## src/rtl/sync_tx_pkg.sv

```systemverilog
package sync_tx_pkg;

    typedef logic [7:0] tx_byte_t;

    typedef enum logic {
        SH_IDLE  = 1'b0,
        SH_SHIFT = 1'b1
    } shift_state_e;

    typedef struct packed {
        logic fall;
        logic rise;
    } sclk_ev_t;

    localparam int unsigned BITS_PER_FRAME = 8;

    function automatic logic wire_bit(tx_byte_t b, logic [2:0] pos);
        return b[pos];
    endfunction

endpackage

```

## src/rtl/sync_tx_fifo.sv

```systemverilog
module sync_tx_fifo #(
    parameter int unsigned DEPTH = 64,
    parameter int unsigned DW    = 8,
    localparam int unsigned AW   = (DEPTH > 1) ? $clog2(DEPTH) : 1,
    localparam int unsigned CW   = $clog2(DEPTH + 1)
) (
    input  logic          clk,
    input  logic          rst,
    input  logic          push,
    input  logic [DW-1:0] push_data,
    input  logic          pop,
    output logic [DW-1:0] pop_data,
    output logic [CW-1:0] count,
    output logic          full,
    output logic          empty,
    output logic          push_rej
);
    localparam logic [AW-1:0] LAST_IDX = AW'(DEPTH - 1);
    localparam logic [CW-1:0] FULL_CNT = CW'(DEPTH);

    logic [DW-1:0] mem [DEPTH];
    logic [AW-1:0] wptr, rptr;
    logic          do_push, do_pop;

    assign full     = (count == FULL_CNT);
    assign empty    = (count == '0);
    assign do_push  = push && !full;
    assign do_pop   = pop && !empty;
    assign push_rej = push && full;
    assign pop_data = mem[rptr];

    always_ff @(posedge clk) begin
        if (do_push) begin
            mem[wptr] <= push_data;
        end
    end

    always_ff @(posedge clk) begin
        if (rst) begin
            wptr  <= '0;
            rptr  <= '0;
            count <= '0;
        end else begin
            if (do_push) begin
                wptr <= (wptr == LAST_IDX) ? '0 : wptr + 1'b1;
            end
            if (do_pop) begin
                rptr <= (rptr == LAST_IDX) ? '0 : rptr + 1'b1;
            end
            case ({do_push, do_pop})
                2'b10:   count <= count + 1'b1;
                2'b01:   count <= count - 1'b1;
                default: count <= count;
            endcase
        end
    end

endmodule

```

## src/rtl/sync_tx_clkgen.sv

```systemverilog
module sync_tx_clkgen
    import sync_tx_pkg::*;
#(
    parameter int unsigned DIV_HALF = 4
) (
    input  logic     clk,
    input  logic     rst,
    input  logic     run,
    input  logic     ext_sel,
    input  logic     ext_sclk,
    output sclk_ev_t ev,
    output logic     sclk_int
);
    localparam int unsigned DW = (DIV_HALF > 1) ? $clog2(DIV_HALF) : 1;

    logic half_tick;
    logic int_fall, int_rise, ext_fall, ext_rise;
    logic ext_s1, ext_s2, ext_s3;

    generate
        if (DIV_HALF == 1) begin : g_nodiv
            assign half_tick = run && !ext_sel;
        end else begin : g_div
            localparam logic [DW-1:0] LAST = DW'(DIV_HALF - 1);
            logic [DW-1:0] cnt;
            always_ff @(posedge clk) begin
                if (rst || !run || ext_sel) begin
                    cnt <= '0;
                end else if (cnt == LAST) begin
                    cnt <= '0;
                end else begin
                    cnt <= cnt + 1'b1;
                end
            end
            assign half_tick = run && !ext_sel && (cnt == LAST);
        end
    endgenerate

    always_ff @(posedge clk) begin
        if (rst || !run || ext_sel) begin
            sclk_int <= 1'b1;
        end else if (half_tick) begin
            sclk_int <= !sclk_int;
        end
    end

    always_ff @(posedge clk) begin
        if (rst) begin
            ext_s1 <= 1'b1;
            ext_s2 <= 1'b1;
            ext_s3 <= 1'b1;
        end else begin
            ext_s1 <= ext_sclk;
            ext_s2 <= ext_s1;
            ext_s3 <= ext_s2;
        end
    end

    assign int_fall = half_tick && sclk_int;
    assign int_rise = half_tick && !sclk_int;
    assign ext_fall = run && ext_sel && ext_s3 && !ext_s2;
    assign ext_rise = run && ext_sel && !ext_s3 && ext_s2;

    assign ev.fall = int_fall || ext_fall;
    assign ev.rise = int_rise || ext_rise;

endmodule

```

## src/rtl/sync_tx_shifter.sv

```systemverilog
module sync_tx_shifter
    import sync_tx_pkg::*;
(
    input  logic     clk,
    input  logic     rst,
    input  logic     enable,
    input  logic     fifo_empty,
    input  tx_byte_t fifo_data,
    input  sclk_ev_t ev,
    output logic     pop,
    output logic     busy,
    output logic     txd,
    output logic     done_dry
);
    localparam logic [2:0] LAST_BIT = 3'(BITS_PER_FRAME - 1);

    shift_state_e state;
    tx_byte_t     sreg;
    logic [2:0]   idx;
    logic         armed;
    logic         frame_last, can_load;

    assign can_load   = enable && !fifo_empty;
    assign frame_last = (state == SH_SHIFT) && ev.rise && armed && (idx == LAST_BIT);
    assign pop        = ((state == SH_IDLE) && can_load) || (frame_last && can_load);
    assign done_dry   = frame_last && !can_load;
    assign busy       = (state == SH_SHIFT);

    always_ff @(posedge clk) begin
        if (rst) begin
            state <= SH_IDLE;
            sreg  <= '0;
            idx   <= '0;
            armed <= 1'b0;
            txd   <= 1'b1;
        end else begin
            case (state)
                SH_IDLE: begin
                    if (pop) begin
                        sreg  <= fifo_data;
                        idx   <= '0;
                        armed <= 1'b0;
                        state <= SH_SHIFT;
                    end
                end
                SH_SHIFT: begin
                    if (ev.fall) begin
                        txd   <= wire_bit(sreg, idx);
                        armed <= 1'b1;
                    end else if (ev.rise && armed) begin
                        armed <= 1'b0;
                        if (idx == LAST_BIT) begin
                            idx <= '0;
                            if (pop) begin
                                sreg <= fifo_data;
                            end else begin
                                state <= SH_IDLE;
                            end
                        end else begin
                            idx <= idx + 1'b1;
                        end
                    end
                end
                default: state <= SH_IDLE;
            endcase
        end
    end

endmodule

```

## src/rtl/sync_ser_tx.sv

```systemverilog
module sync_ser_tx
    import sync_tx_pkg::*;
#(
    parameter int unsigned DEPTH    = 64,
    parameter int unsigned DIV_HALF = 4,
    localparam int unsigned CW      = $clog2(DEPTH + 1)
) (
    input  logic          clk,
    input  logic          rst,
    input  logic          enable,
    input  logic          irq_en,
    input  logic          ext_clk_sel,
    input  logic [CW-1:0] trig_level,
    input  logic          flag_clr,
    input  logic          wr_valid,
    input  logic [7:0]    wr_data,
    input  logic          ext_sclk_in,
    output logic          sclk_out,
    output logic          txd,
    output logic          empty_flag,
    output logic          irq,
    output logic          tx_end,
    output logic          overflow,
    output logic [CW-1:0] fifo_count
);
    tx_byte_t fifo_rd;
    logic     fifo_full, fifo_empty, push_rej, pop, busy, done_dry;
    sclk_ev_t ev;
    logic     sclk_int;
    logic     wr_ok;

    sync_tx_fifo #(.DEPTH(DEPTH), .DW(8)) fifo_i (
        .clk       (clk),
        .rst       (rst),
        .push      (wr_valid),
        .push_data (wr_data),
        .pop       (pop),
        .pop_data  (fifo_rd),
        .count     (fifo_count),
        .full      (fifo_full),
        .empty     (fifo_empty),
        .push_rej  (push_rej)
    );

    sync_tx_clkgen #(.DIV_HALF(DIV_HALF)) clkgen_i (
        .clk      (clk),
        .rst      (rst),
        .run      (busy),
        .ext_sel  (ext_clk_sel),
        .ext_sclk (ext_sclk_in),
        .ev       (ev),
        .sclk_int (sclk_int)
    );

    sync_tx_shifter shifter_i (
        .clk        (clk),
        .rst        (rst),
        .enable     (enable),
        .fifo_empty (fifo_empty),
        .fifo_data  (fifo_rd),
        .ev         (ev),
        .pop        (pop),
        .busy       (busy),
        .txd        (txd),
        .done_dry   (done_dry)
    );

    assign wr_ok    = wr_valid && !fifo_full;
    assign sclk_out = sclk_int;
    assign irq      = empty_flag && irq_en;

    always_ff @(posedge clk) begin
        if (rst) begin
            empty_flag <= 1'b1;
            tx_end     <= 1'b1;
            overflow   <= 1'b0;
        end else begin
            if (fifo_count <= trig_level) begin
                empty_flag <= 1'b1;
            end else if (flag_clr) begin
                empty_flag <= 1'b0;
            end
            if (wr_ok) begin
                tx_end <= 1'b0;
            end else if (done_dry) begin
                tx_end <= 1'b1;
            end
            if (push_rej) begin
                overflow <= 1'b1;
            end
        end
    end

endmodule

```

## config.mk

```make
export PLATFORM = sky130hd
export DESIGN_NAME = sync_ser_tx
export DESIGN_NICKNAME = d
export VERILOG_FILES = /design/src/rtl/sync_tx_pkg.sv /design/src/rtl/sync_tx_fifo.sv /design/src/rtl/sync_tx_clkgen.sv /design/src/rtl/sync_tx_shifter.sv /design/src/rtl/sync_ser_tx.sv
export SDC_FILE = /design/constraint.sdc
export NUM_CORES = 1
export LEC_CHECK = 0
export BUFFER_PORTS_ARGS = -buffer_cell sky130_fd_sc_hd__buf_4
export CORE_ASPECT_RATIO = 0.6
export CORE_MARGIN = 3
export CORE_UTILIZATION = 60
export CTS_BUF_LIST = sky130_fd_sc_hd__clkbuf_2 sky130_fd_sc_hd__clkbuf_4 sky130_fd_sc_hd__clkbuf_8
export DETAILED_ROUTE_END_ITERATION = 16
export PLACE_DENSITY = 0.76
export SYNTH_ARGS = -nofsm -noshare
export SYNTH_HDL_FRONTEND = slang
export SYNTH_SLANG_ARGS = --single-unit
```

## constraint.sdc

```tcl
create_clock -name clk -period 5.5 [get_ports clk]
set_input_delay 0 -clock clk [delete_from_list [all_inputs] [get_ports clk]]
set_output_delay 0 -clock clk [all_outputs]
set_load 0.05 [all_outputs]
```

* Word level (Yosys, flattened, before mapping) *
Memories as Yosys holds them, arrays and structs flattened. A register that Yosys moved wholly into a read port is not among the register bits.
Index checks and enable logic that the tools add are counted.

operators by class
  add/sub/neg operators = 6
  order comparisons = 2
  equal/unequal tests = 12
  multiplexer cells = 30
  bitwise logic cells = 1
  reductions and logical operators = 43

operators with widths
  operator               number
  $mux W8                4
  $mux W6                4
  $logic_and A1 B1 Y1    21
  $pmux W8 S2            1
  $pmux W7 S2            1
  $add A6 B1 Y6 const B  2
  $eq A6 B6 Y1 const B   2
  $mux W1                12
  $mux W3                4
  $logic_not A1 Y1       8
  $ne A2 B2 Y1 const B   4
  $add A7 B1 Y7 const B  1
  $eq A7 B7 Y1 const B   1
  $le A7 B7 Y1           1
  $logic_not A7 Y1       1
  $sub A7 B1 Y7 const B  1
  $pmux W3 S2            1
  $reduce_and A3 Y1      2
  $logic_or A1 B1 Y1     5
  $eq A2 B2 Y1 const B   2
  $lt A3 B4 Y1 const B   1
  $pmux W1 S2            2
  $reduce_and A2 Y1      2
  $reduce_bool A2 Y1     2
  other kinds (8)        9

storage, ports and cells
  register bits after elaboration = 42
  memory bits (writable) = 512
  input bits = 23
  output and inout port bits = 13
  logic and storage cells = 111
  memories = 1

memory list
  memory      depth  width  read ports  clocked after memory_dff  write ports  RTL line            source
  fifo_i.mem  64     8      1           1                         1            sync_tx_fifo.sv:21  logic [DW-1:0] mem [DEPTH];

* Depth between registers and ports, before layout *
Gate-level depths: netlist of run 1.

  word-level depth = 15
  mapped depth = 17
  depth with buffers taken out = 15

* By module *
Synthesis of run 1 repeated with hierarchy kept, for this count alone.

second synthesis, totals
  cells, all modules = 1253
  area total of the unflattened synthesis = 22559.1 um^2

modules (own cells, without submodules)
  module           times used  cells an instance  area an instance (um^2)  sequential area each (um^2)
  sync_tx_fifo     1           1119               21316.7                  15875.2
  sync_tx_shifter  1           77                 737.0                    280.3
  sync_ser_tx      1           36                 272.8                    60.1
  sync_tx_clkgen   1           21                 232.7                    120.1

* Worst setup path after synthesis of run 1 *
Ideal clock, no wire load.

  kind = register to register
  from = reg fifo_i.count[2]
  to = reg fifo_i.count[4]
  setup time = 128 ps
  data arrival time = 3942 ps
  required time = 5372 ps
  path slack = 1430 ps
  stages on the path, launching flop included = 17
  path buffers = 3
  period minus slack after synthesis = 4070 ps
  cells stage by stage = dfxtp_1 buf_2 nor4_1 a31o_2 nand2b_1 clkinv_1 buf_1 ha_1 clkbuf_1 xor2_1 ha_1 or3_1 a21oi_1 or4b_2 a21oi_1 xnor2_1 nor2_1

on the way
  cells in the longest elaborated chain, start to end = 8
  elaborated cells on any way between the ends = 16
  classes of those cells = add/sub (2); eq/ne (3); mux (1); reduce/logical (10)

RTL lines
  item                                               RTL line                                   source
  start, declared                                    sync_tx_fifo.sv:13                         output logic [CW-1:0] count,
  start signal, assigned                             sync_tx_fifo.sv:51                         2'b10: count <= count + 1'b1;
  start signal, assigned                             sync_tx_fifo.sv:52                         2'b01: count <= count - 1'b1;
  start signal, assigned                             sync_tx_fifo.sv:53                         default: count <= count;
  $logic_not A7 Y1                                   sync_tx_fifo.sv:26                         assign empty = (count == '0);
  $logic_not A1 Y1                                   sync_tx_fifo.sv:28, sync_tx_shifter.sv:23
  $logic_and A1 B1 Y1                                sync_tx_shifter.sv:23                      assign can_load = enable && !fifo_empty;
  $logic_and A1 B1 Y1                                sync_tx_shifter.sv:25                      assign pop = ((state == SH_IDLE) && can_load) || (frame_last && can_load);
  $logic_or A1 B1 Y1                                 sync_tx_shifter.sv:25
  $logic_and A1 B1 Y1                                sync_tx_fifo.sv:28                         assign do_pop = pop && !empty;
  $eq A2 B1 Y1 or $eq A2 B2 Y1 (tied branches)       sync_tx_fifo.sv:50                         case ({do_push, do_pop})
  $pmux W7 S2 or $reduce_bool A2 Y1 (tied branches)  n/a

Parallel ways exist; a longest one is shown, timed or not.
A chain may end at the register's enable or synchronous reset.

* Final worst setup path of run 1 *
Ends and elaborated chain as after synthesis.

==> impl_metrics.toml, run 1 <==
[route]
drtAntennaViolNets = 0
viasPerCell = 6.50
routed_wl_um = 50600
drc = 0
wl_per_cell_um = 27.5
num_vias = 11959
drt-initial-drc-count = 1485
dr.pass1.iters = 5

[power]
intPower_mw = 6.82
pwr-share-comb_pct = 13.5
p_sw_mw = 2.47
vdd_drop_max_v = 0.000255
p_seq_share_pct = 52.6
pwr_density_cell_nw_per_um2 = 377
pwr-share-clk_pct = 33.9
switching_share_pct = 26.6
p_leak_nw = 7.70

[sta]
period_needed_ns = 4.67
fin_worst_skew_ns = 0.0304
slew_headroom_pct = 21.2
finalCritPeriodShare_pct = 85.0
slew_viol_final = 0
whs_ns = 0.338
worstMarginPinSlew_ns = 1.18
fmax_ghz = 0.214
setup_viol = 0
rsz0062_at_grt = "no"
finalSetupTns_ns = 0
hold_viol_final = 0

[setup_path]
crit_end = "fifo_i.count[4]$_SDFFE_PP0P_"
crit_type = "flop to flop"
slowest_stage = "or4b_2"
worst-path-buf-inv = 1
crit_path_end_kind = "flop"
regToRegSetupSlack_ns = 0.83
worstPathCellList = "nor4_1 -> a31o_2 -> nand2b_1 -> clkinv_1 -> ha_1 -> xor2_1 -> ha_1 -> or3_1 -> a21oi_1 -> or4b_2 -> a21oi_1 -> xnor2_1 -> nor2_1"
rr_worst_depth = 13
r2r-end = "fifo_i.count[4]$_SDFFE_PP0P_"
crit_start = "fifo_i.count[2]$_SDFFE_PP0P_"
arrival_ns = 5.18
slowest_delay_ns = 0.65
required_ns = 6.01
worst_r2r_startpoint = "fifo_i.count[2]$_SDFFE_PP0P_"
crit_fanout = 19
critPathLaunchType = "flop"
critical_path_cell_count = 13
cp_top_family = "simple AND/OR/NAND/NOR gates"

[logic_synthesis]
yosys.cell_types.count = 65
ys_async_sr_fraction_pct = 0
yosys_warnings = 0
synth_ff_type = "edfxtp_1"
syn_nets = 1239
ys_seq_area_share_pct = 72.8
synth_top_area_share_pct = 68.6
synth_cells = 1201
synth_seq_cells = 560
syn_area_per_cell_um2 = 18.7
synth_area_leader_cell = "edfxtp_1"
synth_edf_count = 512
syn-cell-area_um2 = 22400
synth_area_leaders = "edfxtp_1 (69%), mux4_2 (10%), dfxtp_1 (4.3%)"

[global_route]
grt_usage_pct = 26.1
grt_pass1_wl_um = 75700
grt_max_degree = 65
grt_pass1_vias = 11679
gr-total-overflow = 0
antenna_found_initial = 0

[clock_tree]
cts_setup_buffers = 0
cts_made_buffers = 76
ctsRootBufferMaster = "clkbuf_8"
ctsResizeCount = 0
cts.path.max_buffers = 3
cts_sinks = 560
clk_pin_slew_worst_paths_ns = 0.07
tritoncts = "yes"
clk_latency_ns = 0.65
cts_max_level = 3

[placed_design]
port_buffers = 35
gp_congestion = 0.832
dpl.hpwl_um = 31600

[job]
cap_violations = 0

[floorplanning]
initial_core_util_pct = 61.2
pin_count = 36
die_area_um2 = 39800
die_height_um = 156
coreArea_um2 = 36600
fp.dieW_um = 256
num_rows = 54

[cells_and_area]
nNetsFinal = 1314
diodes = 0
area_growth_pct = 9.95
fill_cells = 2367
final_layout_size_suffix_gt1_share_pct = 21.6

[min_path]
hp-class = "input port to flop"

[outcome]
status = "finished clean"
==> worst min-delay path by stage <==
| stage | from | endpoint | depth (start not counted) |
|---|---|---|---|
| final | enable | shifter_i.busy$_SDFF_PP0_ | 5 |
| after global routing | enable | shifter_i.busy$_SDFF_PP0_ | 5 |
| after CTS | enable | shifter_i.busy$_SDFF_PP0_ | 5 |
| after detailed placement | ext_sclk_in | clkgen_i.ext_s1$_SDFF_PP1_ | 2 |
| after global placement | ext_sclk_in | clkgen_i.ext_s1$_SDFF_PP1_ | 2 |
| after floorplan | wr_data[0] | fifo_i.mem[0][0]$_DFFE_PP_ | 0 |
==> worst register-to-register path: stages (launching register included) <==
cell	delay [ns]
dfxtp_1	0.44
nor4_1	0.55
a31o_2	0.26
nand2b_1	0.41
clkinv_1	0.57
ha_1	0.59
xor2_1	0.24
ha_1	0.23
or3_1	0.14
a21oi_1	0.09
or4b_2	0.65
a21oi_1	0.19
xnor2_1	0.14
nor2_1	0.06
==> metrics by stage <==
step	utilization [%]	instances	power [mW]	worst slack (ns)	cell area (um^2)
after global routing	67.3	1840	9.63	0.474	24700
final	67.3	1840	9.29	0.826	24700
after detailed placement	62.7	1683	6.18	1.02	23000
after CTS	67.3	1840	9.29	0.891	24700
after floorplan	-	1201	5.78	1.43	22400
after global placement	62.7	1683	6.14	1.27	23000
==> cell type report <==
| type | instances | area [um^2] | area share, % |
|---|---|---|---|
| Tap cell | 504 | 631 | 2.56 |
| Inverter | 19 | 71.3 | 0.289 |
| Timing Repair Buffer | 63 | 533 | 2.16 |
| Sequential cell | 560 | 16300 | 66.3 |
| Clock inverter | 34 | 228 | 0.924 |
| Multi-Input combinational cell | 556 | 5580 | 22.6 |
| Clock buffer | 104 | 1260 | 5.12 |
==> per-layer routing <==
layer / global-route usage (%) / up-vias / part of all wire, %
li1: - / 5032 / -
met1: 40.2 / 6140 / 43
met2: 34.7 / 718 / 42
met3: 11.1 / 69 / 14
met4: 6.56 / 0 / 1.5
met5: 0 / - / 0
==> timing repair <==
| action | CTS | global route |
|---|---|---|
| endpoints found under the hold margin | 560 | 0 |
| hold buffers | 19 | 0 |
| endpoints found under the setup margin | 0 | 0 |
==> power groups by stage <==
stage	clock network (mW)	registers (mW)	logic (mW)
6_report	3.15	4.89	1.25
5_1_grt	3.37	4.90	1.35
4_1_cts	3.17	4.88	1.23
3_5_place_dp	0	4.98	1.21
3_3_place_gp	0	4.97	1.18
2_1_floorplan	0	4.95	0.829
==> synth_stat cells, types with 8 or more instances <==
| cell type | instances |
|---|---|
| dfxtp_1 | 48 |
| a21oi_1 | 30 |
| o21ai_0 | 14 |
| nor3b_1 | 8 |
| mux2_2 | 10 |
| a22oi_1 | 12 |
| buf_2 | 15 |
| nand2b_1 | 10 |
| inv_1 | 17 |
| edfxtp_1 | 512 |
| nor2_1 | 101 |
| clkbuf_1 | 16 |
| o22ai_1 | 22 |
| nand3b_1 | 12 |
| nand2_1 | 28 |
| nor3_1 | 23 |
| mux2i_1 | 38 |
| ha_1 | 15 |
| mux4_2 | 100 |
| mux4_1 | 22 |
| buf_6 | 14 |
| nand3_1 | 14 |
| buf_4 | 14 |
==> registers in the layout, summed over array words and instances, names as in the netlist, named ones only <==
| register | flops |
|---|---|
| fifo_i.mem | 512 |
| shifter_i.sreg | 8 |
| fifo_i.count | 7 |
| fifo_i.rptr | 6 |
| fifo_i.wptr | 6 |
| shifter_i.idx | 3 |
| clkgen_i.g_div.cnt | 2 |
| clkgen_i.ext_s1 | 1 |
| clkgen_i.ext_s2 | 1 |
| clkgen_i.ext_s3 | 1 |
| clkgen_i.sclk_int | 1 |
| empty_flag | 1 |
| overflow | 1 |
| shifter_i.armed | 1 |
| shifter_i.busy | 1 |
| shifter_i.txd | 1 |
| tx_end | 1 |
==> cell usage in the layout (no fill, tap or decap), types with 6 or more instances in the layout <==
| cell type | synthesis | final |
|---|---|---|
| edfxtp_1 | 512 | 512 |
| nor2_1 | 101 | 101 |
| mux4_2 | 100 | 100 |
| clkbuf_8 | 1 | 77 |
| dfxtp_1 | 48 | 44 |
| buf_4 | 14 | 43 |
| mux2i_1 | 38 | 38 |
| a21oi_1 | 30 | 30 |
| nand2_1 | 28 | 28 |
| clkbuf_4 | 0 | 27 |
| nor3_1 | 23 | 23 |
| mux4_1 | 22 | 22 |
| o22ai_1 | 22 | 22 |
| clkinv_1 | 2 | 21 |
| dlygate4sd3_1 | 0 | 19 |
| inv_1 | 17 | 17 |
| ha_1 | 15 | 15 |
| nand3_1 | 14 | 14 |
| o21ai_0 | 14 | 14 |
| nand3b_1 | 12 | 12 |
| a22oi_1 | 12 | 12 |
| nand2b_1 | 10 | 10 |
| mux2_2 | 10 | 10 |
| nor3b_1 | 8 | 8 |
| xor2_1 | 7 | 7 |
| a31oi_1 | 7 | 7 |
| or4_1 | 6 | 6 |
==> kinds of logic after synthesis <==
family                     synth area share, %
adders and majority gates                0.837
buffers and inverters                     2.26
xor gates and xnor gates                 0.430
AOI/OAI and AO/OA                         3.51
muxes                                     14.8
and+or+nand+nor                           5.30
DFF                                       72.8
Note: power is estimated with default switching activity, not from simulation.
==> inputs of run 2 (changes only) <==
--- a/config.mk
+++ b/config.mk
@@ -5,13 +5,14 @@
 export SDC_FILE = /design/constraint.sdc
 export NUM_CORES = 1
 export LEC_CHECK = 0
+export ABC_AREA = 1
 export BUFFER_PORTS_ARGS = -buffer_cell sky130_fd_sc_hd__buf_4
 export CORE_ASPECT_RATIO = 0.6
 export CORE_MARGIN = 3
 export CORE_UTILIZATION = 60
 export CTS_BUF_LIST = sky130_fd_sc_hd__clkbuf_2 sky130_fd_sc_hd__clkbuf_4 sky130_fd_sc_hd__clkbuf_8
 export DETAILED_ROUTE_END_ITERATION = 16
-export PLACE_DENSITY = 0.76
+export PLACE_DENSITY = 0.75
 export SYNTH_ARGS = -nofsm -noshare
 export SYNTH_HDL_FRONTEND = slang
 export SYNTH_SLANG_ARGS = --single-unit
==> constraint.sdc (replaced) <==
create_clock -name clk -period 4.8 [get_ports clk]
set_input_delay 0 -clock clk [delete_from_list [all_inputs] [get_ports clk]]
set_output_delay 0 -clock clk [all_outputs]
set_load 0.05 [all_outputs]
==> run 2 against run 1 <==
  * Design area up 3.9%
  * Sequential share of layout area is 2.5 points lower
  * Clock-buffer cell count up 5
  * Largest cell class unchanged
  * Largest power group unchanged
==> impl_metrics.toml, run 2 <==
[outcome]
status = "finished clean"

[setup_path]
arrival_ns = 3.56
crit_fanout = 14
worst_r2r_startpoint = "fifo_i.count[4]$_SDFFE_PP0P_"
r2r-end = "fifo_i.mem[56][3]$_DFFE_PP_"
crit_path_end_kind = "flop"
rr_worst_depth = 7
regToRegSetupSlack_ns = 1.50
worstPathCellList = "inv_1 -> nand2_1 -> nor3b_2 -> nor2_2 -> buf_4 -> nand4_1 -> nor2_1"
required_ns = 5.06
crit_start = "fifo_i.count[4]$_SDFFE_PP0P_"
crit_type = "flop to flop"
slowest_delay_ns = 0.93
critPathLaunchType = "flop"
slowest_stage = "nor2_1"

[route]
viasPerCell = 5.97
routed_wl_um = 57400
drc = 0
wl_per_cell_um = 21.2
dr.pass1.iters = 6
drtAntennaViolNets = 0
num_vias = 16197
drt-initial-drc-count = 2440

[job]
cap_violations = 0

[cells_and_area]
largest_register_ffs = 512
area_growth_pct = 8.47
nNetsFinal = 2182
fill_cells = 2825
largest_register = "fifo_i.mem"
final_layout_size_suffix_gt1_share_pct = 9.64
final_common_cell = "nand2_1"
final_cell_area_um2 = 25600
mostFrequentLayoutCells = "nand2_1 (691), edfxtp_1 (512), nand3_1 (457)"
reg.largest.list = "fifo_i.mem x512, shifter_i.sreg x8, fifo_i.count x7"

[clock_tree]
cts_max_level = 3
tritoncts = "yes"
ctsResizeCount = 0
cts_made_buffers = 78
cts.path.max_buffers = 3
cts_setup_buffers = 0
ctsRootBufferMaster = "clkbuf_8"
clk_pin_slew_worst_paths_ns = 0.07
cts_sinks = 560
ctsHoldBuffers = 18
clk_latency_ns = 0.65

[logic_synthesis]
syn_area_per_cell_um2 = 11.2
synth_seq_cells = 560
synth_edf_count = 512
ys_seq_area_share_pct = 69.2
ys_async_sr_fraction_pct = 0
synth_cells = 2116
synth_area_leader_cell = "edfxtp_1"
yosys_warnings = 0
syn_nets = 2154
syn-cell-area_um2 = 23600
yosys.cell_types.count = 43
yosys-top-cells-count = "nand2_1 (691), edfxtp_1 (512), nand3_1 (457), nor2_1 (87), inv_1 (62)"
synth_ff_type = "edfxtp_1"
synthMostInstantiatedCell = "nand2_1"
synth_top_area_share_pct = 65.1
synth_area_leaders = "edfxtp_1 (65%), nand2_1 (11%), nand3_1 (9.7%)"

[sta]
finalCritPeriodShare_pct = 68.7
setup_viol = 0
period_needed_ns = 3.30
hold_viol_final = 0
fmax_ghz = 0.303
slew_viol_final = 0
fin_worst_skew_ns = 0.0447
worstMarginPinSlew_ns = 1.11
rsz0062_at_grt = "no"
finalSetupTns_ns = 0
slew_headroom_pct = 26.0

[global_route]
grt_max_degree = 177
grt_pass1_wl_um = 88900
grt_pass1_vias = 15771
antenna_found_initial = 2
grt_usage_pct = 27.8
gr-total-overflow = 0

[floorplanning]
fp.dieW_um = 262
initial_core_util_pct = 61.7
die_area_um2 = 41900
die_height_um = 160
coreArea_um2 = 38300
num_rows = 55
pin_count = 36

[placed_design]
port_buffers = 35
dpl.hpwl_um = 32700
gp_congestion = 0.946
placed_cell_area_um2 = 23900

[min_path]
min_to = "shifter_i.busy$_SDFF_PP0_"
hp-class = "input port to flop"
hold_start = "enable"
hold_path_depth = 4

[power]
vdd_drop_max_v = 0.000327
p_leak_nw = 9.34
p_total_mw = 10.5
pwr_density_cell_nw_per_um2 = 408
run 2: per-layer routing:
metal  up-vias  part of all wire [%]  global-route usage, %
met5         -                 0.023                      0
met4         2                   2.1                   7.41
met3       109                    12                   8.61
met2       903                    43                   39.6
met1      7789                    43                   41.9
li1       7394                     -                      -
run 2: cell families (layout without fill, tap and decap cells):
logic type / after synthesis / after routing / synth area share, %
xor gates and xnor gates: 11 / 11 / 0.440
DFF: 560 / 560 / 69.2
and+or+nand+nor: 1275 / 1275 / 23.7
adders and majority gates: 15 / 15 / 0.795
AOI/OAI and AO/OA: 68 / 68 / 1.64
other: 0 / 1 / 0
buffers and inverters: 187 / 270 / 4.30
run 2: how the worst max path moves through the flow:
stage / slack (ns) / cells past startpoint / end
6_report: 1.50 / 7 / fifo_i.mem[56][3]$_DFFE_PP_
2_1_floorplan: 1.97 / 17 / fifo_i.count[4]$_SDFFE_PP0P_
3_3_place_gp: 1.79 / 7 / fifo_i.mem[56][2]$_DFFE_PP_
4_1_cts: 1.60 / 7 / fifo_i.mem[56][3]$_DFFE_PP_
3_5_place_dp: 1.63 / 7 / fifo_i.mem[56][2]$_DFFE_PP_
5_1_grt: 1.33 / 7 / fifo_i.mem[56][4]$_DFFE_PP_
run 2: final cells by class:
cell class                      count  area [um^2]  area share, %
Timing Repair Buffer               67          586           2.29
Antenna cell                        1         2.50        0.00977
Clock buffer                      109         1330           5.20
Multi-Input combinational cell   1369         6260           24.5
Sequential cell                   560        16300           63.8
Tap cell                          513          642           2.51
Clock inverter                     26          179          0.698
Inverter                           68          268           1.05
run 2: stage by stage:
stage | setup slack [ns] | cells | utilization (%) | hold slack, ns
after floorplan | 1.97 | 2116 | - | 0.0989
after global placement | 1.79 | 2559 | 62.5 | 0.190
after detailed placement | 1.63 | 2559 | 62.5 | 0.196
after CTS | 1.60 | 2712 | 66.9 | 0.209
after global routing | 1.33 | 2712 | 66.9 | 0.251
final | 1.50 | 2713 | 67.0 | 0.230
run 2: worst max-delay path, delay by kind of cell, from the launching register on:
kind	cells	cell delay [ns]
and+or+nand+nor	5	2.10
buffers and inverters	2	0.36
DFF	1	0.43
run 2: report_power, final:
| group | leakage, nW | switching (mW) | internal, mW |
|---|---|---|---|
| combinational | 3.54 | 0.995 | 0.375 |
| clock | 0.795 | 1.76 | 1.90 |
| sequential | 5.00 | 0.0676 | 5.37 |
